[src/rtl/rxcmd_pkg.sv]
package rxcmd_pkg;

    localparam int CNT_W   = 29;
    localparam int TIME_W  = 64;
    localparam int WORD_W  = 32;

    localparam int BIT_NOW    = 31;
    localparam int BIT_CHAIN  = 30;
    localparam int BIT_RELOAD = 29;

    localparam int REG_CMD   = 0;
    localparam int REG_SECS  = 1;
    localparam int REG_TICKS = 2;
    localparam int REG_CLEAR = 3;

    typedef struct packed {
        logic              now;
        logic              chain;
        logic              reload;
        logic [CNT_W-1:0]  count;
        logic [TIME_W-1:0] when;
    } rx_cmd_t;

    typedef enum logic [1:0] {
        ST_IDLE,
        ST_WAIT,
        ST_RUN,
        ST_OVR
    } seq_st_e;

    function automatic logic [CNT_W-1:0] load_count(input logic [CNT_W-1:0] c);
        return (c == '0) ? CNT_W'(1) : c;
    endfunction

endpackage

[src/rtl/rxcmd_regs.sv]
module rxcmd_regs
    import rxcmd_pkg::*;
#(
    parameter int ADDR_W = 4
) (
    input  logic              clk,
    input  logic              rst_n,
    input  logic              wr_en,
    input  logic [ADDR_W-1:0] wr_addr,
    input  logic [WORD_W-1:0] wr_data,
    input  logic              fifo_full,
    output logic              push,
    output rx_cmd_t           push_cmd,
    output logic              clear,
    output logic              queue_err
);

    typedef struct packed {
        logic [WORD_W-1:0] word;
        logic [WORD_W-1:0] secs;
        logic              err;
    } regs_t;

    regs_t r_d, r_q;

    always_comb begin
        r_d   = r_q;
        push  = wr_en && (wr_addr == ADDR_W'(REG_TICKS));
        clear = wr_en && (wr_addr == ADDR_W'(REG_CLEAR));

        if (wr_en && (wr_addr == ADDR_W'(REG_CMD)))  r_d.word = wr_data;
        if (wr_en && (wr_addr == ADDR_W'(REG_SECS))) r_d.secs = wr_data;

        if (clear)                  r_d.err = 1'b0;
        else if (push && fifo_full) r_d.err = 1'b1;

        push_cmd.now    = r_q.word[BIT_NOW];
        push_cmd.chain  = r_q.word[BIT_CHAIN];
        push_cmd.reload = r_q.word[BIT_RELOAD];
        push_cmd.count  = r_q.word[CNT_W-1:0];
        push_cmd.when   = {r_q.secs, wr_data};
    end

    always_ff @(posedge clk) begin
        if (!rst_n) r_q <= '0;
        else        r_q <= r_d;
    end

    assign queue_err = r_q.err;

endmodule

[src/rtl/rxcmd_fifo.sv]
module rxcmd_fifo #(
    parameter int DEPTH = 4,
    parameter int W     = 96
) (
    input  logic         clk,
    input  logic         rst_n,
    input  logic         push,
    input  logic [W-1:0] din,
    input  logic         pop,
    output logic [W-1:0] dout,
    output logic         empty,
    output logic         full
);

    localparam int AW = (DEPTH > 1) ? $clog2(DEPTH) : 1;
    localparam int CW = $clog2(DEPTH + 1);

    typedef struct packed {
        logic [AW-1:0] rd;
        logic [AW-1:0] wr;
        logic [CW-1:0] cnt;
    } ptr_t;

    ptr_t p_d, p_q;
    logic [W-1:0] mem_q [DEPTH];
    logic do_push, do_pop;

    function automatic logic [AW-1:0] bump(input logic [AW-1:0] p);
        return (p == AW'(DEPTH - 1)) ? '0 : p + AW'(1);
    endfunction

    always_comb begin
        p_d     = p_q;
        empty   = (p_q.cnt == '0);
        full    = (p_q.cnt == CW'(DEPTH));
        do_push = push && !full;
        do_pop  = pop && !empty;
        if (do_push) p_d.wr = bump(p_q.wr);
        if (do_pop)  p_d.rd = bump(p_q.rd);
        if (do_push && !do_pop)      p_d.cnt = p_q.cnt + CW'(1);
        else if (do_pop && !do_push) p_d.cnt = p_q.cnt - CW'(1);
    end

    always_ff @(posedge clk) begin
        if (!rst_n) p_q <= '0;
        else        p_q <= p_d;
    end

    always_ff @(posedge clk) begin
        if (do_push) mem_q[p_q.wr] <= din;
    end

    assign dout = mem_q[p_q.rd];

endmodule

[src/rtl/rxcmd_seq.sv]
module rxcmd_seq
    import rxcmd_pkg::*;
(
    input  logic              clk,
    input  logic              rst_n,
    input  rx_cmd_t           head,
    input  logic              empty,
    input  logic [TIME_W-1:0] time_now,
    input  logic              clear,
    output logic              pop,
    output logic              samp_en,
    output logic              burst_end,
    output logic              late_err,
    output logic              overrun
);

    typedef struct packed {
        seq_st_e          st;
        rx_cmd_t          cur;
        logic [CNT_W-1:0] cnt;
        logic             late;
    } seq_t;

    seq_t s_d, s_q;
    logic launch;

    always_comb begin
        s_d      = s_q;
        s_d.late = 1'b0;
        pop      = 1'b0;
        launch   = 1'b0;

        case (s_q.st)
            ST_IDLE: launch = !empty;
            ST_WAIT: begin
                if (time_now >= s_q.cur.when) begin
                    s_d.st  = ST_RUN;
                    s_d.cnt = load_count(s_q.cur.count);
                end
            end
            ST_RUN: begin
                if (s_q.cnt == CNT_W'(1)) begin
                    if (s_q.cur.reload && empty)
                        s_d.cnt = load_count(s_q.cur.count);
                    else if ((s_q.cur.reload || s_q.cur.chain) && !empty)
                        launch = 1'b1;
                    else if (s_q.cur.chain)
                        s_d.st = ST_OVR;
                    else
                        s_d.st = ST_IDLE;
                end else begin
                    s_d.cnt = s_q.cnt - CNT_W'(1);
                end
            end
            ST_OVR: if (clear) s_d.st = ST_IDLE;
            default: s_d.st = ST_IDLE;
        endcase

        if (launch) begin
            pop     = 1'b1;
            s_d.cur = head;
            s_d.cnt = load_count(head.count);
            if (head.now || (time_now == head.when)) begin
                s_d.st = ST_RUN;
            end else if (time_now > head.when) begin
                s_d.st   = ST_IDLE;
                s_d.late = 1'b1;
            end else begin
                s_d.st = ST_WAIT;
            end
        end
    end

    always_ff @(posedge clk) begin
        if (!rst_n) s_q <= '{st: ST_IDLE, cur: '0, cnt: '0, late: 1'b0};
        else        s_q <= s_d;
    end

    assign samp_en   = (s_q.st == ST_RUN);
    assign burst_end = samp_en && (s_q.cnt == CNT_W'(1))
                       && !s_q.cur.chain && !s_q.cur.reload;
    assign overrun   = (s_q.st == ST_OVR);
    assign late_err  = s_q.late;

endmodule

[src/rtl/rxcmd_engine.sv]
module rxcmd_engine
    import rxcmd_pkg::*;
#(
    parameter int ADDR_W = 4,
    parameter int DEPTH  = 4
) (
    input  logic              clk,
    input  logic              rst_n,
    input  logic              wr_en,
    input  logic [ADDR_W-1:0] wr_addr,
    input  logic [31:0]       wr_data,
    input  logic [63:0]       time_now,
    output logic              samp_en,
    output logic              burst_end,
    output logic              late_err,
    output logic              overrun,
    output logic              queue_err
);

    localparam int ENTRY_W = $bits(rx_cmd_t);

    logic    push, pop, clear, q_empty, q_full;
    rx_cmd_t push_cmd, head;

    rxcmd_regs #(.ADDR_W(ADDR_W)) u_regs (
        .clk       (clk),
        .rst_n     (rst_n),
        .wr_en     (wr_en),
        .wr_addr   (wr_addr),
        .wr_data   (wr_data),
        .fifo_full (q_full),
        .push      (push),
        .push_cmd  (push_cmd),
        .clear     (clear),
        .queue_err (queue_err)
    );

    rxcmd_fifo #(.DEPTH(DEPTH), .W(ENTRY_W)) u_fifo (
        .clk   (clk),
        .rst_n (rst_n),
        .push  (push),
        .din   (push_cmd),
        .pop   (pop),
        .dout  (head),
        .empty (q_empty),
        .full  (q_full)
    );

    rxcmd_seq u_seq (
        .clk       (clk),
        .rst_n     (rst_n),
        .head      (head),
        .empty     (q_empty),
        .time_now  (time_now),
        .clear     (clear),
        .pop       (pop),
        .samp_en   (samp_en),
        .burst_end (burst_end),
        .late_err  (late_err),
        .overrun   (overrun)
    );

endmodule

[config.mk]
export PLATFORM = sky130hd
export DESIGN_NAME = rxcmd_engine
export DESIGN_NICKNAME = d
export VERILOG_FILES = /design/src/rtl/rxcmd_pkg.sv /design/src/rtl/rxcmd_regs.sv /design/src/rtl/rxcmd_fifo.sv /design/src/rtl/rxcmd_seq.sv /design/src/rtl/rxcmd_engine.sv
export SDC_FILE = /design/constraint.sdc
export NUM_CORES = 1
export LEC_CHECK = 0
export BUFFER_PORTS_ARGS = -buffer_cell sky130_fd_sc_hd__buf_2
export CAP_MARGIN = 25
export CORE_MARGIN = 4
export CORE_UTILIZATION = 45
export DETAILED_ROUTE_END_ITERATION = 10
export PLACE_DENSITY_LB_ADDON = 0.25
export SLEW_MARGIN = 25
export SYNTH_ARGS = -nofsm -noshare
export SYNTH_HDL_FRONTEND = slang
export SYNTH_SLANG_ARGS = --single-unit
[constraint.sdc]
create_clock -name clk -period 5.35 [get_ports clk]
set_clock_uncertainty 0.1 [all_clocks]
set_input_delay 0.2675 -clock clk [delete_from_list [all_inputs] [get_ports clk]]
set_output_delay 0.2675 -clock clk [all_outputs]
set_load 0.05 [all_outputs]
==> results of run 1 <==
repair_timing:
action                    in CTS  in global routing
hold buffers                  34                  0
buffers inserted               0                  0
hold endpoints to repair     192                  0
gates resized for setup        0                  0
flip-flops by register name, indices dropped and copies added, names as in the netlist, named ones only:
register and cells:
u_fifo.mem_q 384, u_seq.s_q 126, u_regs.push_cmd 64, u_fifo.p_q 7
u_regs.queue_err 1, u_seq.late_err 1
logic make-up after synthesis:
kind of cell	share of synthesized area (%)
DFF	61.8
and+or+nand+nor	9.86
AOI/OAI and AO/OA	8.49
buffers and inverters	3.69
adders and majority gates	6.84
muxes	8.82
xor gates and xnor gates	0.522
through the flow:
step / setup WS (ps) / power [mW]
global placement: 1190 / 9.90
floorplan: 1300 / 8.79
finish: 1200 / 14.0
global route: 837 / 14.8
detailed placement: 1100 / 10.0
CTS: 1090 / 14.1
metal layers:
metal  vias up  track usage (%)  part of all wire [%]  wire length (µm)
met5         -                0                     0                 0
met4         0             6.81                   2.8              1750
met3       103             3.63                   6.5              4040
met2       524             34.6                    48             30200
met1      8199             27.7                    42             26400
li1       7657                -                     -                 -
path summary, 6_finish.rpt:
check	endpoint	slack (ps)	startpoint	depth (start not counted)
worst max-delay path	u_seq.s_q[126]$_SDFFE_PN0P_	1200	flip-flop	11
worst min-delay path	u_regs.queue_err$_SDFFE_PP0P_	40	rst_n	3
worst max register to register	u_seq.s_q[126]$_SDFFE_PN0P_	1200	flip-flop	11
worst min register to register	u_seq.s_q[79]$_SDFFE_PN0N_	350	u_seq.s_q[79]$_SDFFE_PN0N_	2
where the power goes:
group	internal, mW	switching, mW	total (mW)
Sequential	5.19	0.370	5.56
Combinational	1.76	2.68	4.44
Clock	2.29	1.71	4.00
cells in the mapped netlist (3+ instances only):
master / n / area (µm²)
a221oi_1: 8 / 70.1
nand4_1: 30 / 188
nand2_1: 384 / 1440
and4_1: 3 / 26.3
clkbuf_1: 66 / 248
dfxtp_1: 201 / 4020
a21o_1: 16 / 120
o21ai_0: 29 / 145
and3_1: 3 / 18.8
or3_1: 8 / 50.1
a222oi_1: 11 / 110
nor2_1: 55 / 206
o31ai_1: 14 / 105
o211ai_1: 8 / 60.1
nor4_1: 24 / 150
nand3_1: 25 / 125
ha_1: 136 / 1700
or4_1: 3 / 22.5
buf_1: 10 / 37.5
a2111oi_0: 3 / 26.3
mux4_2: 96 / 2160
buf_2: 16 / 80.1
a211oi_1: 6 / 45.0
a22oi_1: 6 / 45.0
a32oi_1: 3 / 26.3
nor3_1: 21 / 105
inv_1: 144 / 541
nand2b_1: 5 / 31.3
edfxtp_1: 384 / 11500
xnor2_1: 10 / 87.6
a21oi_1: 232 / 1160
and2_1: 7 / 43.8
mux2i_1: 6 / 60.1
xor2_1: 5 / 43.8
critical path, stage by stage (launching register included):
cell and delay [ps]:
dfxtp_4 690, buf_12 380, mux4_2 580, inv_1 70
ha_1 160, nand4_1 220, nor4_1 500, nand4_1 310
nor3_1 490, or3_1 230, o211a_1 170, nor3_1 40
cell type report:
cell class | instances | area [µm²] | area share (%)
flip-flops and latches | 585 | 15600 | 54.1
multi-input cells | 1190 | 8730 | 30.4
clock buffers | 84 | 1610 | 5.60
repair buffers | 166 | 1130 | 3.94
well taps | 748 | 936 | 3.25
inverters | 145 | 551 | 1.91
clock inverters | 25 | 249 | 0.865
==> metrics, run 1 <==
status finished clean; EDFF count, synth 384; most frequent cells in the layout 384 x nand2_1, 384 x edfxtp_1, 232 x a21oi_1, 199 x dfxtp_1, 143 x inv_1; nets@finish 2387; area delta synth->final 14.3%; max-slew violations 0; first-pass GRT wire length 95.7 mm; WHS 42.6 ps; Req. time, crit path 5710 ps; Mapped Cells 2014; Fill cells 4738; vias in the first global route 16439; row cnt 86; synthesized area 25200 µm²; antenna viol nets, final 0; leakage power 10.2 nW; post-synthesis sequential area ratio 61.8%; min Tclk post-route 4150 ps; largest net degree at the start of global routing 86; Antenna diodes 0; dominant synthesized flop cell edfxtp_1; Worst Tran Pin Value 953 ps; IO Port Bufs 107; final WL 62.4 mm; slew margin rel. 36.4%; latest clock arrival within the worst-skew pair 610 ps; clock-pin slew on the worst setup and hold paths 60 ps; crit start category flip-flop; overall overflow remaining after global route 0; Vias 16483; RSZ-0062 raised after global routing no; maximum clock path buffer count 3; fmax 0.241 GHz; Hold Violations, Final 0; Yosys warnings 0; class of the tightest hold or removal check primary input to flip-flop; Crit Path Class flip-flop to flip-flop; crit end category flip-flop; Netlist cell types 62; die area 59800 µm²; fin area 28800 µm²; Synth async-reset ratio 0%; worst endpoint data arrival time 4510 ps; Setup-failing EPs final 0; Final Cycle Share 77.6%; drt wl/cell 21.2 µm; CTS Buf Count 59; Vias/cell 5.60; core footprint 55200 µm²; post-synthesis register bit count 585; CTS sink count 585; Cell Count Post-Placement 2799; CTS tree built; initial antenna violation count 1; DRC errors left 0; maximum vdd drop 358 µV; Syn Nets 2254; dpl hpwl 40.9 mm; final core utilization 52.1%; layout cells sized above 1 15.0%; Top Ports 108; max cap viols 0; Initial Util 45.6%; drt first-iter violations 1262; RD Place Congestion 0.827; Final Non-Filler Cells 2943; Syn Area/Cell 12.5 µm²; Horiz. Die Dim 245 µm; Die Y 245 µm; clk root buf clkbuf_16; Max FO, Critical Path 41; final setup TNS 0 ps; GRT Overall Usage 20.7%; Placement Cell Area 26500 µm²; Pre-antenna DRT Iters 7; H-tree depth 2; pwr dens 486 nW/µm²
Power figures use the tool's default switching activity.
==> run 2, diff against run 1 <==
Settings changed: ABC_AREA from default to 1.
Clock period 5.35 ns to 3.9 ns, I/O delays scaled along.
==> metrics, run 2 <==
GRT Overall Usage 21.4%; WHS 46.9 ps; hold bufs inserted after CTS 35; Vias/cell 5.33; layout cells sized above 1 9.21%; Yosys warnings 0; Antenna diodes 0; row cnt 88; Synth async-reset ratio 0%; crit-path cells inv_4 > buf_4 > nand2_1 > a32o_1 > ha_1 > nand2_1 > nor2_1 > nand2_1 > inv_1 > nand2_1 > nor4_1 > nand2_1 > nand3_1 > nand2_1 > nor2_1 > nor2_1; clock-pin slew on the worst setup and hold paths 60 ps; max cap viols 0; IO Port Bufs 107; Mapped Cells 2769; Hold Violations, Final 0; Initial Util 45.7%; synthesized area 26500 µm²; CP bufs+invs 3; post-synthesis register bit count 585; drt wl/cell 18.5 µm; pwr dens 663 nW/µm²; CTS Buf Count 60; Die Y 251 µm; cell mode on critical path nand2_1; overall overflow remaining after global route 0; Horiz. Die Dim 251 µm; latest clock arrival within the worst-skew pair 620 ps; max reg flops 384; slew margin rel. 35.1%; Synth top area share 43.6%; post-synth top area cell edfxtp_1; Synth area leaders edfxtp_1 44%, dfxtp_1 15%, nand2_1 8.7%, ha_1 6.4%, a21oi_1 4.9%; crit start category flip-flop; Fill cells 5218; maximum vdd drop 387 µV; CP peak stage delay 470 ps; H-tree depth 2; dpl hpwl 44.0 mm; Pre-antenna DRT Iters 5; DRC errors left 0; Final Cycle Share 89.7%; vias in the first global route 18904; max-slew violations 0; die area 62800 µm²; antenna viol nets, final 0; fmax 0.286 GHz; Top Ports 108; # resized after CTS 0; CTS sink count 585; CTS tree built; status finished clean; critical path's slowest cell dfxtp_4; maximum clock path buffer count 3; drt first-iter violations 1505; first-pass GRT wire length 107 mm; RSZ-0062 raised after global routing no; initial antenna violation count 2; worst endpoint data arrival time 3900 ps; Crit Path Class flip-flop to flip-flop; Netlist cell types 40; Worst Tran Pin Value 972 ps; Syn Area/Cell 9.56 µm²; crit end category flip-flop; nets@finish 3112; delay-heaviest family, CP simple AND/OR/NAND/NOR gates; Setup-failing EPs final 0; EDFF count, synth 384; largest net degree at the start of global routing 108; Req. time, crit path 4300 ps; class of the tightest hold or removal check primary input to flip-flop; area delta synth->final 14.1%; final WL 68.2 mm; Vias 19644; postcts setup bufs 0; min Tclk post-route 3500 ps; top-count cell post-synth nand2_1; core footprint 57900 µm²; Max FO, Critical Path 38; most common cell after layout, fill and taps aside nand2_1; dominant synthesized flop cell edfxtp_1; clk root buf clkbuf_16; RD Place Congestion 0.869; Reg with most FFs u_fifo.mem_q; Post-synth top cells 611 x nand2_1, 384 x edfxtp_1, 316 x nor2_1; post-synthesis sequential area ratio 58.8%; leakage power 12.1 nW; most frequent cells in the layout 611 x nand2_1, 384 x edfxtp_1, 312 x nor2_1, 261 x a21oi_1, 227 x inv_1; final setup TNS 0 ps; Syn Nets 3009
-- run 2: cell count changes in the layout (fill, tap and decap cells not counted), moves of 13 or more --
cell	delta
nor2_1	+258
nand2_1	+227
o21ai_0	+171
nand3_1	+124
mux4_2	-96
inv_1	+84
a32o_1	+46
a21oi_1	+29
nand4_1	-23
nor4_1	-19
o22ai_1	+17
o31ai_1	-14
a21o_1	-13
-- run 2: final timing paths --
kind,end,slack [ps],from,depth (start not counted)
setup / recovery,u_seq.s_q[126]$_SDFFE_PN0P_,400,flip-flop,16
hold / removal,u_seq.s_q[21]$_SDFFE_PN0P_,50,rst_n,3
setup reg to reg,u_seq.s_q[126]$_SDFFE_PN0P_,400,flip-flop,16
hold reg to reg,u_regs.push_cmd[76]$_SDFFE_PN0P_,380,u_regs.push_cmd[76]$_SDFFE_PN0P_,2
-- run 2: cell families after synthesis --
group,Yosys count,share of synthesized area [%]
XOR/XNOR,12,0.397
AND/OR/NAND/NOR,1124,17.3
adder cells (fa/ha/maj),137,6.51
buffers and inverters,367,5.65
AO/OA/AOI/OAI,544,11.4
flip-flops,585,58.8
-- run 2: routing by layer --
layer / vias up / wire length [µm] / global-route usage [%]
li1: 9657 / - / -
met1: 9324 / 31200 / 30.5
met2: 568 / 31000 / 34.0
met3: 95 / 4450 / 3.72
met4: 0 / 1580 / 5.55
met5: - / 0 / 0
-- run 2: worst reg2reg max path: cells and delay by family (launching register included) --
family | cells | cell delay (ps)
AO/OA/AOI/OAI | 1 | 260
adder cells (fa/ha/maj) | 1 | 310
buffers and inverters | 3 | 860
flip-flops | 1 | 470
AND/OR/NAND/NOR | 11 | 1370
-- run 2: through the flow --
step / cells / setup slack, ps / utilization [%] / power [mW] / area, µm²
2_1_floorplan: 2769 / -100 / - / 12.5 / 26500
3_5_place_dp: 3540 / 350 / 48.1 / 14.2 / 27800
6_report: 3686 / 403 / 52.1 / 20.0 / 30200
3_3_place_gp: 3540 / 424 / 48.1 / 14.0 / 27800
5_1_grt: 3686 / 108 / 52.1 / 21.4 / 30200
4_1_cts: 3686 / 339 / 52.1 / 20.1 / 30200
-- run 2: where the power goes --
group	internal, mW	leakage, nW	switching [mW]	total, mW
Combinational	2.24	5.91	4.40	6.64
Clock	3.46	0.987	2.41	5.87
Sequential	7.12	5.19	0.387	7.51
-- run 2: layout make-up --
cell class,instances,area (µm²),share of cell area (%)
Inverter,232,876,2.90
Tap cell,765,957,3.17
Timing Repair Buffer,176,1330,4.41
Sequential cell,585,15600,51.5
Multi-Input combinational cell,1817,9460,31.3
Clock buffer,83,1720,5.70
Clock inverter,28,302,0.998
==> run 3, diff against run 2 <==
Settings changed: ABC_AREA 1 to default, BUFFER_PORTS_ARGS -buffer_cell sky130_fd_sc_hd__buf_2 to default, DONT_BUFFER_PORTS from default to 1.
==> metrics, run 3 (synthesis gave the netlist of run 1 again) <==
status finished clean; Worst Tran Pin Value 956 ps; multi-input logic area 8740 µm²; drt wl/cell 21.7 µm; CTS tree built; Vias/cell 5.62; delay-heaviest family, CP simple AND/OR/NAND/NOR gates; overall overflow remaining after global route 0; first-pass GRT wire length 94.8 mm; drt first-iter violations 1438; dpl hpwl 41.0 mm; fmax 0.273 GHz; Pre-antenna DRT Iters 5; max cap viols 0; leakage power 9.98 nW; RD Place Congestion 0.828; IO Port Bufs 0; final setup TNS 0 ps; worst setup margin 240 ps; CP peak stage delay 650 ps; min Tclk post-route 3660 ps; maximum clock path buffer count 3; DRC errors left 0; Cell Count Post-Placement 2706; layout cells sized above 1 12.2%; max-slew violations 0; clk root buf clkbuf_16; Reg with most FFs u_fifo.mem_q; max reg flops 384; row cnt 86; Die Y 245 µm; Fill cells 4663; Final Non-Filler Cells 2859; Crit Path Class flip-flop to flip-flop; CTS sink count 585; final WL 62.2 mm; Setup-failing EPs final 0; hold_sp rst_n; Top Ports 108; Final Cycle Share 93.9%; Max FO, Critical Path 10; critical path's slowest cell or4_1; maximum vdd drop 499 µV; pwr dens 680 nW/µm²; Horiz. Die Dim 245 µm; crit end category flip-flop; vias in the first global route 15751; crit start category flip-flop; Req. time, crit path 4280 ps; die area 59800 µm²; nets@finish 2296; H-tree depth 2; Hold Violations, Final 0; slew margin rel. 36.3%; worst endpoint data arrival time 4040 ps; antenna viol nets, final 0; register area 15600 µm²; class of the tightest hold or removal check primary input to flip-flop; CTS Buf Count 58; clock-pin slew on the worst setup and hold paths 60 ps; fin area 28600 µm²; CP bufs+invs 2; RSZ-0062 raised after global routing no; GRT Overall Usage 20.6%; latest clock arrival within the worst-skew pair 610 ps; total power 19.5 mW; Place WS 165 ps; Vias 16059; most frequent cells in the layout 384 x nand2_1, 384 x edfxtp_1, 232 x a21oi_1, 199 x dfxtp_1, 143 x inv_1; largest net degree at the start of global routing 111; core footprint 55200 µm²; crit-path cells buf_12 > mux4_2 > inv_1 > ha_1 > nand4_1 > or4_1 > or4_1 > nor3_1 > or3_1 > o211a_1 > nor3_1; initial antenna violation count 8; area delta synth->final 13.7%; Placement Cell Area 26200 µm²; Initial Util 45.6%; postcts setup bufs 0
[run 3: changes by cell type in the layout (fill, tap and decap cells not counted), moves of 46 or more]
cell,delta
mux4_2,+96
o21ai_0,-171
buf_2,-105
inv_1,-84
nand3_1,-124
nand2_1,-227
nor2_1,-258
a32o_1,-46
[run 3: layout make-up]
type | instances | share of cell area [%]
sequential | 585 | 54.4
multi-input combinational | 1190 | 30.5
clock buffer | 78 | 5.88
tap | 748 | 3.27
timing repair buffer | 76 | 2.82
inverter | 145 | 1.92
clock inverter | 32 | 1.15
antenna | 5 | 0.0437
[run 3: worst min-delay path, cell delays in order]
cell     delay [ps]
buf_2           280
nand2_1         140
mux2i_1          60
[run 3: what timing repair did]
action                                  CTS  global route
hold buffers                             37             0
resized for setup                         0             2
endpoints found under the setup margin    0             2
endpoints found under the hold margin   228             0
[run 3: where the power goes]
part           total, mW  internal [mW]  switching, mW
clock network       5.78           3.43           2.36
logic               6.12           2.42           3.69
registers           7.57           7.12          0.450
total               19.5           13.0           6.50
[run 3: metrics by stage]
step	utilization [%]	hold slack, ps
global route	51.9	4.25
global placement	47.4	195
finish	51.9	20.3
CTS	51.8	78.8
floorplan	-	194
detailed placement	47.4	194
[run 3: path summary, 6_finish.rpt]
path / cells after the start / end / slack [ps]
worst min register to register: 2 / u_seq.s_q[54]$_SDFFE_PN0N_ / 350
worst max register to register: 11 / u_seq.s_q[126]$_SDFFE_PN0P_ / 240
worst min-delay path: 3 / u_seq.s_q[127]$_SDFFE_PN0P_ / 20
worst max-delay path: 11 / u_seq.s_q[126]$_SDFFE_PN0P_ / 240
[run 3: metal layers]
layer	GRT usage, %	vias to the layer above	wire length (µm)	part of all wire [%]
met4	5.71	6	1600	2.6
li1	-	7502	-	-
met5	0	-	41	0.066
met1	28.0	7984	27000	44
met2	34.1	476	29700	48
met3	3.86	91	3790	6.1
